`src/rtl/llsc_pkg.sv`:
```
package llsc_pkg;
    typedef enum logic [1:0] {
        OP_RD = 2'd0,
        OP_WR = 2'd1,
        OP_LL = 2'd2,
        OP_SC = 2'd3
    } op_kind_e;
endpackage

```
`src/rtl/llsc_line_match.sv`:
```
module llsc_line_match #(
    parameter int ADDR_W = 32,
    parameter int OFFS_W = 6
) (
    input  logic [ADDR_W-1:0] addr_a,
    input  logic [ADDR_W-1:0] addr_b,
    output logic              same_line
);
    localparam int TAG_W = ADDR_W - OFFS_W;

    logic [TAG_W-1:0] tag_a;
    logic [TAG_W-1:0] tag_b;

    assign tag_a     = addr_a[ADDR_W-1:OFFS_W];
    assign tag_b     = addr_b[ADDR_W-1:OFFS_W];
    assign same_line = (tag_a == tag_b);
endmodule

```
`src/rtl/llsc_hold_timer.sv`:
```
module llsc_hold_timer #(
    parameter int HOLD_CYCLES = 8
) (
    input  logic clk,
    input  logic rst_n,
    input  logic load,
    input  logic drop,
    output logic active
);
    localparam int CNT_W = (HOLD_CYCLES < 1) ? 1 : $clog2(HOLD_CYCLES + 1);

    logic [CNT_W-1:0] cnt_d, cnt_q;

    always_comb begin
        cnt_d = cnt_q;
        if (drop)
            cnt_d = '0;
        else if (load)
            cnt_d = CNT_W'(HOLD_CYCLES);
        else if (cnt_q != '0)
            cnt_d = cnt_q - 1'b1;
    end

    always_ff @(posedge clk) begin
        if (!rst_n) cnt_q <= '0;
        else        cnt_q <= cnt_d;
    end

    assign active = (cnt_q != '0);
endmodule

```
`src/rtl/llsc_resv_monitor.sv`:
```
module llsc_resv_monitor #(
    parameter int ADDR_W      = 32,
    parameter int DATA_W      = 32,
    parameter int LINE_BYTES  = 64,
    parameter int HOLD_CYCLES = 8
) (
    input  logic              clk,
    input  logic              rst_n,
    input  logic              op_valid,
    input  logic [1:0]        op_kind,
    input  logic [ADDR_W-1:0] op_addr,
    input  logic [DATA_W-1:0] op_wdata,
    input  logic              ctx_evt,
    input  logic              snp_valid,
    input  logic [ADDR_W-1:0] snp_addr,
    output logic              snp_stall,
    output logic              mem_re,
    output logic              mem_we,
    output logic [ADDR_W-1:0] mem_addr,
    output logic [DATA_W-1:0] mem_wdata,
    input  logic [DATA_W-1:0] mem_rdata,
    output logic              rsp_valid,
    output logic              rsp_sc_ok,
    output logic [DATA_W-1:0] rsp_rdata
);
    import llsc_pkg::*;

    localparam int OFFS_W = (LINE_BYTES < 2) ? 1 : $clog2(LINE_BYTES);

    typedef struct packed {
        logic              link_vld;
        logic [ADDR_W-1:0] link_addr;
        logic              rsp_valid;
        logic              rsp_sc_ok;
        logic [DATA_W-1:0] rsp_rdata;
    } mon_state_t;

    mon_state_t st_d, st_q;

    op_kind_e kind;
    logic     op_hit, snp_hit, hold_active;
    logic     snp_kill, flag_live, sc_ok, is_read;
    logic     timer_load, timer_drop;

    assign kind = op_kind_e'(op_kind);

    llsc_line_match #(.ADDR_W(ADDR_W), .OFFS_W(OFFS_W)) u_op_match (
        .addr_a    (op_addr),
        .addr_b    (st_q.link_addr),
        .same_line (op_hit)
    );

    llsc_line_match #(.ADDR_W(ADDR_W), .OFFS_W(OFFS_W)) u_snp_match (
        .addr_a    (snp_addr),
        .addr_b    (st_q.link_addr),
        .same_line (snp_hit)
    );

    llsc_hold_timer #(.HOLD_CYCLES(HOLD_CYCLES)) u_hold (
        .clk    (clk),
        .rst_n  (rst_n),
        .load   (timer_load),
        .drop   (timer_drop),
        .active (hold_active)
    );

    always_comb begin
        st_d      = st_q;
        snp_stall = snp_valid & st_q.link_vld & snp_hit & hold_active;
        snp_kill  = snp_valid & st_q.link_vld & snp_hit & ~hold_active;
        flag_live = st_q.link_vld & ~snp_kill & ~ctx_evt;
        is_read   = op_valid & ((kind == OP_RD) | (kind == OP_LL));
        sc_ok     = op_valid & (kind == OP_SC) & flag_live & op_hit;

        mem_re    = is_read;
        mem_we    = op_valid & ((kind == OP_WR) | sc_ok);
        mem_addr  = op_addr;
        mem_wdata = op_wdata;

        st_d.link_vld = flag_live;
        if (op_valid) begin
            if (kind == OP_LL) begin
                st_d.link_vld  = 1'b1;
                st_d.link_addr = op_addr;
            end else begin
                st_d.link_vld = 1'b0;
            end
        end
        if (ctx_evt)
            st_d.link_vld = 1'b0;

        st_d.rsp_valid = op_valid;
        st_d.rsp_sc_ok = sc_ok;
        st_d.rsp_rdata = is_read ? mem_rdata : '0;

        timer_load = op_valid & (kind == OP_LL) & ~ctx_evt;
        timer_drop = ~st_d.link_vld;
    end

    always_ff @(posedge clk) begin
        if (!rst_n) st_q <= '0;
        else        st_q <= st_d;
    end

    assign rsp_valid = st_q.rsp_valid;
    assign rsp_sc_ok = st_q.rsp_sc_ok;
    assign rsp_rdata = st_q.rsp_rdata;
endmodule

```
`config.mk`:
```
export PLATFORM = sky130hd
export DESIGN_NAME = llsc_resv_monitor
export DESIGN_NICKNAME = d
export VERILOG_FILES = /design/src/rtl/llsc_pkg.sv /design/src/rtl/llsc_line_match.sv /design/src/rtl/llsc_hold_timer.sv /design/src/rtl/llsc_resv_monitor.sv
export SDC_FILE = /design/constraint.sdc
export NUM_CORES = 1
export LEC_CHECK = 0
export ABC_CLOCK_PERIOD_IN_PS = 4240
export BUFFER_PORTS_ARGS = -buffer_cell sky130_fd_sc_hd__buf_2
export CORE_MARGIN = 4
export CORE_UTILIZATION = 45
export CTS_BUF_LIST = sky130_fd_sc_hd__clkbuf_8
export DETAILED_ROUTE_END_ITERATION = 8
export PLACE_DENSITY = 0.88
export SLEW_MARGIN = 10
export SYNTH_ARGS = -nofsm -noshare
export SYNTH_HDL_FRONTEND = slang
export SYNTH_SLANG_ARGS = --single-unit
```
`constraint.sdc`:
```
create_clock -name clk -period 4.24 [get_ports clk]
set_clock_uncertainty 0.2 [all_clocks]
set_input_delay 0.212 -clock clk [delete_from_list [all_inputs] [get_ports clk]]
set_output_delay 0.212 -clock clk [all_outputs]
set_load 0.1 [all_outputs]
```
==> results of run 1 <==
[where the power goes]
part / internal (mW) / switching, mW / leakage [nW]
combinational: 0.123 / 0.267 / 1.49
clock: 0.277 / 0.263 / 0.100
sequential: 0.627 / 0.0113 / 0.528
[routing by layer]
layer  up-vias  GRT usage (%)
li1       1540              -
met1      1501           22.9
met2       134           38.8
met3        23           4.00
met4         0           7.56
met5         -              0
[worst max-delay path, delay by kind of cell]
| family | cells | cell delay [ps] |
|---|---|---|
| compound gates | 1 | 210 |
| simple gates | 4 | 1050 |
| buf+inv | 3 | 1130 |
[what timing repair did]
item	in CTS	in global routing
buffers inserted	0	0
hold buffers	60	0
hold endpoints to repair	61	0
[Yosys cell counts]
library cell and n:
sky130_fd_sc_hd__a21o_1 1, sky130_fd_sc_hd__o22ai_1 1, sky130_fd_sc_hd__nor4_1 9, sky130_fd_sc_hd__or4b_4 1, sky130_fd_sc_hd__nor2b_1 8, sky130_fd_sc_hd__nor4_4 1
sky130_fd_sc_hd__nand3_1 1, sky130_fd_sc_hd__xnor2_1 36, sky130_fd_sc_hd__nand2b_1 2, sky130_fd_sc_hd__nor2_1 4, sky130_fd_sc_hd__nor3b_1 3, sky130_fd_sc_hd__a21boi_1 5
sky130_fd_sc_hd__o21ai_1 1, sky130_fd_sc_hd__nand2_1 58, sky130_fd_sc_hd__and3_1 32, sky130_fd_sc_hd__and4_1 1, sky130_fd_sc_hd__nor4b_1 1, sky130_fd_sc_hd__buf_4 96
sky130_fd_sc_hd__dfxtp_1 65, sky130_fd_sc_hd__nand4_2 1, sky130_fd_sc_hd__clkbuf_1 11, sky130_fd_sc_hd__and2_1 2, sky130_fd_sc_hd__a21boi_0 21, sky130_fd_sc_hd__xor2_1 15
sky130_fd_sc_hd__nand3b_1 2, sky130_fd_sc_hd__nor3_1 9, sky130_fd_sc_hd__buf_2 3, sky130_fd_sc_hd__ha_1 2, sky130_fd_sc_hd__nand4_1 18, sky130_fd_sc_hd__or4b_1 1
sky130_fd_sc_hd__a2111oi_0 2, sky130_fd_sc_hd__inv_1 5, sky130_fd_sc_hd__or3_1 1, sky130_fd_sc_hd__a21oi_1 2
[stage by stage]
stage | cells | setup slack [ps]
after floorplan | 421 | 940
after global placement | 567 | 1810
after detailed placement | 567 | 1720
after CTS | 643 | 1310
after global routing | 643 | 1150
final | 643 | 1220
[kinds of logic (layout without fill, tap and decap cells)]
group / count (synthesis) / count (layout) / share of synthesized area, %
adder cells (fa/ha/maj): 2 / 2 / 0.684
AO/OA/AOI/OAI: 33 / 33 / 6.61
AND/OR/NAND/NOR: 155 / 155 / 23.1
buffers and inverters: 115 / 235 / 21.8
flip-flops: 65 / 65 / 35.6
XOR/XNOR: 51 / 51 / 12.2
[final cells by class]
| class | count | area share (%) |
|---|---|---|
| clock inverters | 7 | 1.69 |
| inverters | 5 | 0.409 |
| multi-input cells | 241 | 34.1 |
| repair buffers | 214 | 29.9 |
| well taps | 102 | 2.78 |
| flip-flops and latches | 65 | 28.4 |
| clock buffers | 9 | 2.70 |
[flip-flops by register name, indices dropped and copies added, names as in the netlist]
register,cells
rsp_sc_ok,1
rsp_rdata,32
u_hold.cnt_q,4
rsp_valid,1
st_q,27
[worst paths after layout]
kind	to	from
min reg2reg	st_q[58]	st_q[58]
min	rsp_sc_ok	op_kind[1]
max reg2reg	st_q[66]	u_hold.cnt_q[0]
max	mem_we	op_valid
==> flow_summary.ini, run 1 <==
[final_layout]
layout.filler_cells = 703
highest_count_cells_in_the_layout_ignoring_fill_and_taps = sky130_fd_sc_hd__buf_2 (153), sky130_fd_sc_hd__dfxtp_1 (65), sky130_fd_sc_hd__dlygate4sd3_1 (60)
drive_gt1_share_pct = 32.2
area_occupied_by_registers_um2 = 1300
syn_to_final_growth_pct = 25.5
layout.core_utilization_pct = 58.8
n_antenna_cell = 0
final_area_um2 = 4590
mostFrequentLayoutCell = sky130_fd_sc_hd__buf_2
finalNetCount = 673
multiInputGateArea_um2 = 1570

[timing]
max-slew-margin-rel_pct = 36.0
fmax_ghz = 0.331
setup_total_negative_slack_ps = 0
final_period_minus_worst_setup_slack_ps = 3020
timing.final.crit_share_pct = 71.3
drv_slew = 0
timing.final.setup_violations = 0
rsz0062_at_grt = no
final-hold-violation-count = 0
tightest_slew_ps = 958
fin_worst_hold_slack_ps = 168

[grt]
grt_overflow = 0
grt_util_all_layers_pct = 20.7
grt_pass1_vias = 3262
grt_max_degree = 62
antenna_violations_before_repair = 0
first_pass_grt_wire_length_um = 15900

[placement]
dp_hpwl_um = 7230
globalplace.congestion = 0.900
postPlaceCellArea_um2 = 3790
io_buffers = 153

[synth]
synth_area_per_cell_um2 = 8.68
yosysTopAreaCell = sky130_fd_sc_hd__dfxtp_1
yosysWarnings = 0
synthesis.nets = 558
synth_top_area_share_pct = 35.6
seq_area_frac_synth_pct = 35.6
ys_ff_latch = 65
ys_types = 34
syn_inst = 421
synthTopCellsByArea = sky130_fd_sc_hd__dfxtp_1 (36%), sky130_fd_sc_hd__buf_4 (20%), sky130_fd_sc_hd__xnor2_1 (8.6%)
synthesis.area_um2 = 3660

[hold_path]
holdCritPathClass = in -> reg
hold_path_depth = 5

[power]
power.total_mw = 1.57
pwr_density_cell_nw_per_um2 = 342
peakVddDrop_uv = 158
leakage_dissipation_nw = 2.12

[die]
die_w_um = 98.1
start_util_pct = 46.8
rows = 32
die_footprint_um2 = 9630
die_h_um = 98.1
core_area_um2 = 7810
num_io_pins = 236

[clock_tree]
numCtsBuffers = 9
tritoncts = done
cts.htree.levels = 3
post_cts.resized_instances = 0
clock_path_buffers = 2
clock_sink_count = 65
clkSlewWorstSetupHoldPaths_ps = 70
clock_tree.root_cell = sky130_fd_sc_hd__clkbuf_8
clk-insertion-delay-late_ps = 330

[setup_path]
critical_path_class = in -> out
critical_path.slowest_cell = sky130_fd_sc_hd__or4b_1
critPathArrivalTime_ps = 2610
path_max_fanout = 4
worst_path_most_repeated_cell = sky130_fd_sc_hd__buf_2
timing.critical_path.slowest_cell_delay_ps = 530
worst-endpoint-required_ps = 3830
worstSetupEndpointType = primary output
worst_r2r_path_depth = 6
crit_chain = dlygate4sd3_1 > buf_2 > nand4_1 > or4b_1 > nor4_1 > nand2_1 > o21ai_1 > buf_2
cp-start-kind = input pin
regToRegSetupSlack_ps = 2020

[routing]
post_drt_wl_per_cell_um = 16.2
vias_per_cell = 4.97
met2_length_um = 5480
met3RoutedLength_um = 609
routedLengthMet1_um = 4050
vias = 3198
drtAntennaViolNets = 0
routed_wirelength_um = 10400
drtPass1Iterations = 4
highest_layer = met4
post-route-drc-count = 0
drt_first_iter_violations = 101

[flow_run]
drv.max_cap_violation_count = 0

[run_status]
outcome = finished clean
(Power assumes the default switching activity.)
==> run 2: changes to the inputs <==
--- a/config.mk
+++ b/config.mk
@@ -5,13 +5,13 @@
 export SDC_FILE = /design/constraint.sdc
 export NUM_CORES = 1
 export LEC_CHECK = 0
-export ABC_CLOCK_PERIOD_IN_PS = 4240
+export ABC_CLOCK_PERIOD_IN_PS = 2700
 export BUFFER_PORTS_ARGS = -buffer_cell sky130_fd_sc_hd__buf_2
 export CORE_MARGIN = 4
-export CORE_UTILIZATION = 45
+export CORE_UTILIZATION = 40
 export CTS_BUF_LIST = sky130_fd_sc_hd__clkbuf_8
 export DETAILED_ROUTE_END_ITERATION = 8
-export PLACE_DENSITY = 0.88
+export PLACE_DENSITY = 0.82
 export SLEW_MARGIN = 10
 export SYNTH_ARGS = -nofsm -noshare
 export SYNTH_HDL_FRONTEND = slang
==> constraint.sdc (replaced) <==
create_clock -name clk -period 2.7 [get_ports clk]
set_clock_uncertainty 0.2 [all_clocks]
set_input_delay 0.135 -clock clk [delete_from_list [all_inputs] [get_ports clk]]
set_output_delay 0.135 -clock clk [all_outputs]
set_load 0.1 [all_outputs]
==> run 2 against run 1 <==
Compared with the run above: via count increased by 1.3%; routed wire length increased by 1.2%; hold slack got worse by 150 ps; first-iteration DRC count increased by 39%; combinational power increased by 59%; flip-flop and latch count unchanged; die area increased by 11%; total power increased by 61%; worst setup slack got worse by 1100 ps.
==> flow_summary.ini, run 2 (synthesis results as in run 1) <==
[timing]
timing.final.crit_share_pct = 97.0
rsz0062_at_grt = no
max-slew-margin-rel_pct = 65.0
tightest_slew_ps = 524
drv_slew = 0
setup_total_negative_slack_ps = 0
timing.final.setup_violations = 0
fin_worst_hold_slack_ps = 14.7
final_period_minus_worst_setup_slack_ps = 2620
worst_path_setup_slack_after_routing_ps = 81.3
final-hold-violation-count = 0
fmax_ghz = 0.382

[setup_path]
timing.critical_path.slowest_cell_delay_ps = 530
crit_chain = dlygate4sd3_1 > buf_2 > xnor2_1 > or4b_1 > nor4_1 > nand2_1 > o21ai_2 > clkbuf_4
regToRegSetupSlack_ps = 640
path_max_fanout = 3
cp_num_cells = 8
timing.rr.start = st_q[41]
critical_path.slowest_cell = sky130_fd_sc_hd__dlygate4sd3_1
worst-endpoint-required_ps = 2370
cp_num_buf_inv = 3
worst_r2r_path_depth = 5
worstSetupEndpointType = primary output
worst_setup_path_endpoint = mem_we
cp-start-kind = input pin
worstReg2RegEnd = st_q[66]
worstSetupStartpoint = op_addr[8]
worst_path_dominant_cell_family = buffers and inverters
critical_path_class = in -> out
critPathArrivalTime_ps = 2280

[grt]
grt_overflow = 0
antenna_violations_before_repair = 0
grt_max_degree = 43
grt_util_all_layers_pct = 19.3
first_pass_grt_wire_length_um = 16800
grt_pass1_vias = 3390

[final_layout]
finalNetCount = 677
n_antenna_cell = 0
drive_gt1_share_pct = 32.8
highest_count_cells_in_the_layout_ignoring_fill_and_taps = sky130_fd_sc_hd__buf_2 (150), sky130_fd_sc_hd__dfxtp_1 (65), sky130_fd_sc_hd__dlygate4sd3_1 (60)
final-instance-count-excl-fill = 653
layout.core_utilization_pct = 53.2
layout.filler_cells = 817
final_area_um2 = 4690
mostFrequentLayoutCell = sky130_fd_sc_hd__buf_2
syn_to_final_growth_pct = 28.2
largest_register_ff_count = 32

[die]
core_area_um2 = 8810
die_footprint_um2 = 10700
die_h_um = 104
start_util_pct = 41.5
die_w_um = 104
rows = 34
num_io_pins = 236

[hold_path]
holdCritPathClass = in -> reg

[routing]
routed_wirelength_um = 10500
vias_per_cell = 4.96
post_drt_wl_per_cell_um = 16.1
drtPass1Iterations = 4
drtAntennaViolNets = 0
post-route-drc-count = 0
vias = 3240
drt_first_iter_violations = 140

[clock_tree]
clk-insertion-delay-late_ps = 340
numCtsBuffers = 9
clkSlewWorstSetupHoldPaths_ps = 80
clock_path_buffers = 2
tritoncts = done
clock_tree.root_cell = sky130_fd_sc_hd__clkbuf_8
cts.htree.levels = 3
clock_sink_count = 65

[placement]
numPlacedInstances = 577
io_buffers = 153
pre_cts_slack_ps = 370
postPlaceCellArea_um2 = 3850
dp_hpwl_um = 7540
globalplace.congestion = 0.951

[power]
peakVddDrop_uv = 257
leakage_dissipation_nw = 2.17
power.total_mw = 2.52
pwr_density_cell_nw_per_um2 = 539

[run_status]
outcome = finished clean

[flow_run]
drv.max_cap_violation_count = 0
## run 2: worst register-to-register path: stages, from the launching register on
cell,delay (ps)
sky130_fd_sc_hd__dfxtp_1,340
sky130_fd_sc_hd__xnor2_1,230
sky130_fd_sc_hd__nand4_1,120
sky130_fd_sc_hd__or4b_4,590
sky130_fd_sc_hd__nor4_4,320
sky130_fd_sc_hd__o22ai_1,120
## run 2: per-layer routing
layer / part of all wire [%] / global-route usage (%) / wire length [µm]
met3: 7.3 / 4.79 / 769
met2: 52 / 35.8 / 5520
met5: 0 / 0 / 0
met4: 3.5 / 8.64 / 367
met1: 37 / 20.5 / 3870
## run 2: area by class of cell
class | count | area [µm²] | area share, %
Clock inverter | 7 | 96.3 | 2.06
Clock buffer | 9 | 124 | 2.64
Inverter | 5 | 18.8 | 0.400
Timing Repair Buffer | 218 | 1430 | 30.5
Multi-Input combinational cell | 241 | 1580 | 33.8
Sequential cell | 65 | 1300 | 27.8
Tap cell | 108 | 135 | 2.88
## run 2: repair_timing
| action | CTS | global route |
|---|---|---|
| pin swaps | 0 | 0 |
| gates resized for setup | 1 | 3 |
| hold endpoints to repair | 62 | 0 |
| buffers inserted | 0 | 0 |
| hold buffers | 60 | 0 |
| setup endpoints to repair | 1 | 2 |
## run 2: worst min-delay path by stage
| stage | from | endpoint | slack (ps) | cells past startpoint |
|---|---|---|---|---|
| after floorplan | op_valid | rsp_valid | 60 | 1 |
| after global placement | op_addr[4] | mem_addr[4] | 70 | 0 |
| after detailed placement | op_addr[4] | mem_addr[4] | 70 | 0 |
| after CTS | op_kind[1] | st_q[57] | 6 | 4 |
| after global routing | rst_n | st_q[65] | 10 | 2 |
| final | op_kind[1] | st_q[57] | 10 | 4 |
## run 2: power by group
group          switching (mW)  internal (mW)  total [mW]
Clock                   0.382          0.519       0.901
Sequential             0.0176          0.985        1.00
Combinational           0.423          0.198       0.621
==> run 3: changes to the inputs <==
--- a/config.mk
+++ b/config.mk
@@ -11,8 +11,9 @@
 export CORE_UTILIZATION = 40
 export CTS_BUF_LIST = sky130_fd_sc_hd__clkbuf_8
 export DETAILED_ROUTE_END_ITERATION = 8
-export PLACE_DENSITY = 0.82
+export PLACE_DENSITY = 0.81
 export SLEW_MARGIN = 10
 export SYNTH_ARGS = -nofsm -noshare
 export SYNTH_HDL_FRONTEND = slang
+export SYNTH_HIERARCHICAL = 1
 export SYNTH_SLANG_ARGS = --single-unit
==> run 3 against run 2 <==
Compared with the run above: hold slack gained 12 ps; count of clock-buffer cells in the layout up 1; register-to-register slack worse by 490 ps; routed wire length is 14% lower; first-iteration DRC count decreased by 57%; sequential power is essentially flat; critical path type unchanged.
==> flow_summary.ini, run 3 <==
[run_status]
outcome = finished clean

[grt]
first_pass_grt_wire_length_um = 13000
antenna_violations_before_repair = 1
grt_pass1_vias = 2846
grt_overflow = 0
grt_max_degree = 33
grt_util_all_layers_pct = 15.8

[timing]
final_period_minus_worst_setup_slack_ps = 2640
fmax_ghz = 0.379
drv_slew = 0
final-hold-violation-count = 0
setup_total_negative_slack_ps = 0
tightest_slew_ps = 925
timing.final.setup_violations = 0
rsz0062_at_grt = yes
max-slew-margin-rel_pct = 38.3
timing.final.crit_share_pct = 97.8

[synth]
syn_inst = 390
synthesis.nets = 527
synth_area_per_cell_um2 = 9.27
yosysWarnings = 6
synthesis.area_um2 = 3620

[final_layout]
largest_register_ff_count = 32
mostFrequentLayoutCell = sky130_fd_sc_hd__buf_2
n_antenna_cell = 0
layout.filler_cells = 758
syn_to_final_growth_pct = 28.2
multiInputGateArea_um2 = 1510
area_occupied_by_registers_um2 = 1300
drive_gt1_share_pct = 40.5
finalNetCount = 646
final_area_um2 = 4640
highest_count_cells_in_the_layout_ignoring_fill_and_taps = sky130_fd_sc_hd__buf_2 (151), sky130_fd_sc_hd__dfxtp_1 (63), sky130_fd_sc_hd__dlygate4sd3_1 (62)

[flow_run]
drv.max_cap_violation_count = 0

[clock_tree]
numCtsBuffers = 9
cts.htree.levels = 3
post_cts_buffers = 0
clkSlewWorstSetupHoldPaths_ps = 70
clock_path_buffers = 2
tritoncts = done
clk-insertion-delay-late_ps = 330
clock_sink_count = 65
clock_tree.root_cell = sky130_fd_sc_hd__clkbuf_8

[setup_path]
cp-start-kind = input pin
path_max_fanout = 3
regToRegSetupSlack_ps = 150
worstSetupEndpointType = primary output
worst-endpoint-required_ps = 2370
critPathArrivalTime_ps = 2310
critical_path_class = in -> out

[routing]
vias = 2805
drt_first_iter_violations = 60
drtPass1Iterations = 4
vias_per_cell = 4.51
post_drt_wl_per_cell_um = 14.5
drtAntennaViolNets = 0
post-route-drc-count = 0
routed_wirelength_um = 9030

[die]
core_area_um2 = 8760
rows = 34
die_h_um = 103
die_w_um = 103
num_io_pins = 236
die_footprint_um2 = 10600
start_util_pct = 41.3

[power]
leakage_dissipation_nw = 2.13
power.total_mw = 2.53
peakVddDrop_uv = 302
pwr_density_cell_nw_per_um2 = 545

[placement]
globalplace.congestion = 0.793
dp_hpwl_um = 6110
io_buffers = 153
postPlaceCellArea_um2 = 3750

[hold_path]
holdCritPathClass = in -> reg
-- run 3: cell type report --
type                    instances  area share [%]
repair buffers                218            31.1
clock buffers                  10            2.97
well taps                     108            2.91
flip-flops and latches         65            28.1
clock inverters                 6            1.94
inverters                       4           0.324
multi-input cells             211            32.6
-- run 3: where the power goes --
group / switching, mW / leakage (nW) / internal [mW]
Clock: 0.392 / 0.113 / 0.548
Combinational: 0.391 / 1.49 / 0.195
Sequential: 0.0165 / 0.529 / 0.985
Total: 0.800 / 2.13 / 1.73
-- run 3: worst max-delay path, cell delays in order --
cell and delay, ps:
sky130_fd_sc_hd__dlygate4sd3_1 540, sky130_fd_sc_hd__buf_2 140, sky130_fd_sc_hd__xor2_1 160, sky130_fd_sc_hd__nor4_2 310, sky130_fd_sc_hd__nand3_1 150, sky130_fd_sc_hd__nor4_2 210, sky130_fd_sc_hd__nand4b_1 220, sky130_fd_sc_hd__a21oi_2 240
sky130_fd_sc_hd__buf_12 200
-- run 3: final timing paths --
path / from / end / depth (start not counted)
hold / removal: snp_valid / st_q[66] / 4
setup reg to reg: st_q[56] / rsp_sc_ok / 8
hold reg to reg: st_q[64] / st_q[64] / 2
setup / recovery: op_addr[18] / mem_we / 9
-- run 3: stage by stage --
step	instances	worst slack [ps]	hold WS (ps)	util, %
floorplan	390	225	53.3	-
CTS	622	18.4	14.6	52.7
global route	622	-35.7	39.2	52.9
detailed placement	543	234	70.7	42.7
finish	622	59.1	27.2	52.9
global placement	543	292	70.7	42.7
-- run 3: per-layer routing --
metal	track usage, %	part of all wire, %
met3	4.13	6.4
met2	28.1	53
met5	0	0.078
met1	17.1	37
met4	8.37	3.2
-- run 3: repair_timing --
item,CTS,global route
pin swaps,5,5
hold buffers,63,0
setup endpoints to repair,1,2
endpoints found under the hold margin,61,0
gates resized for setup,2,5
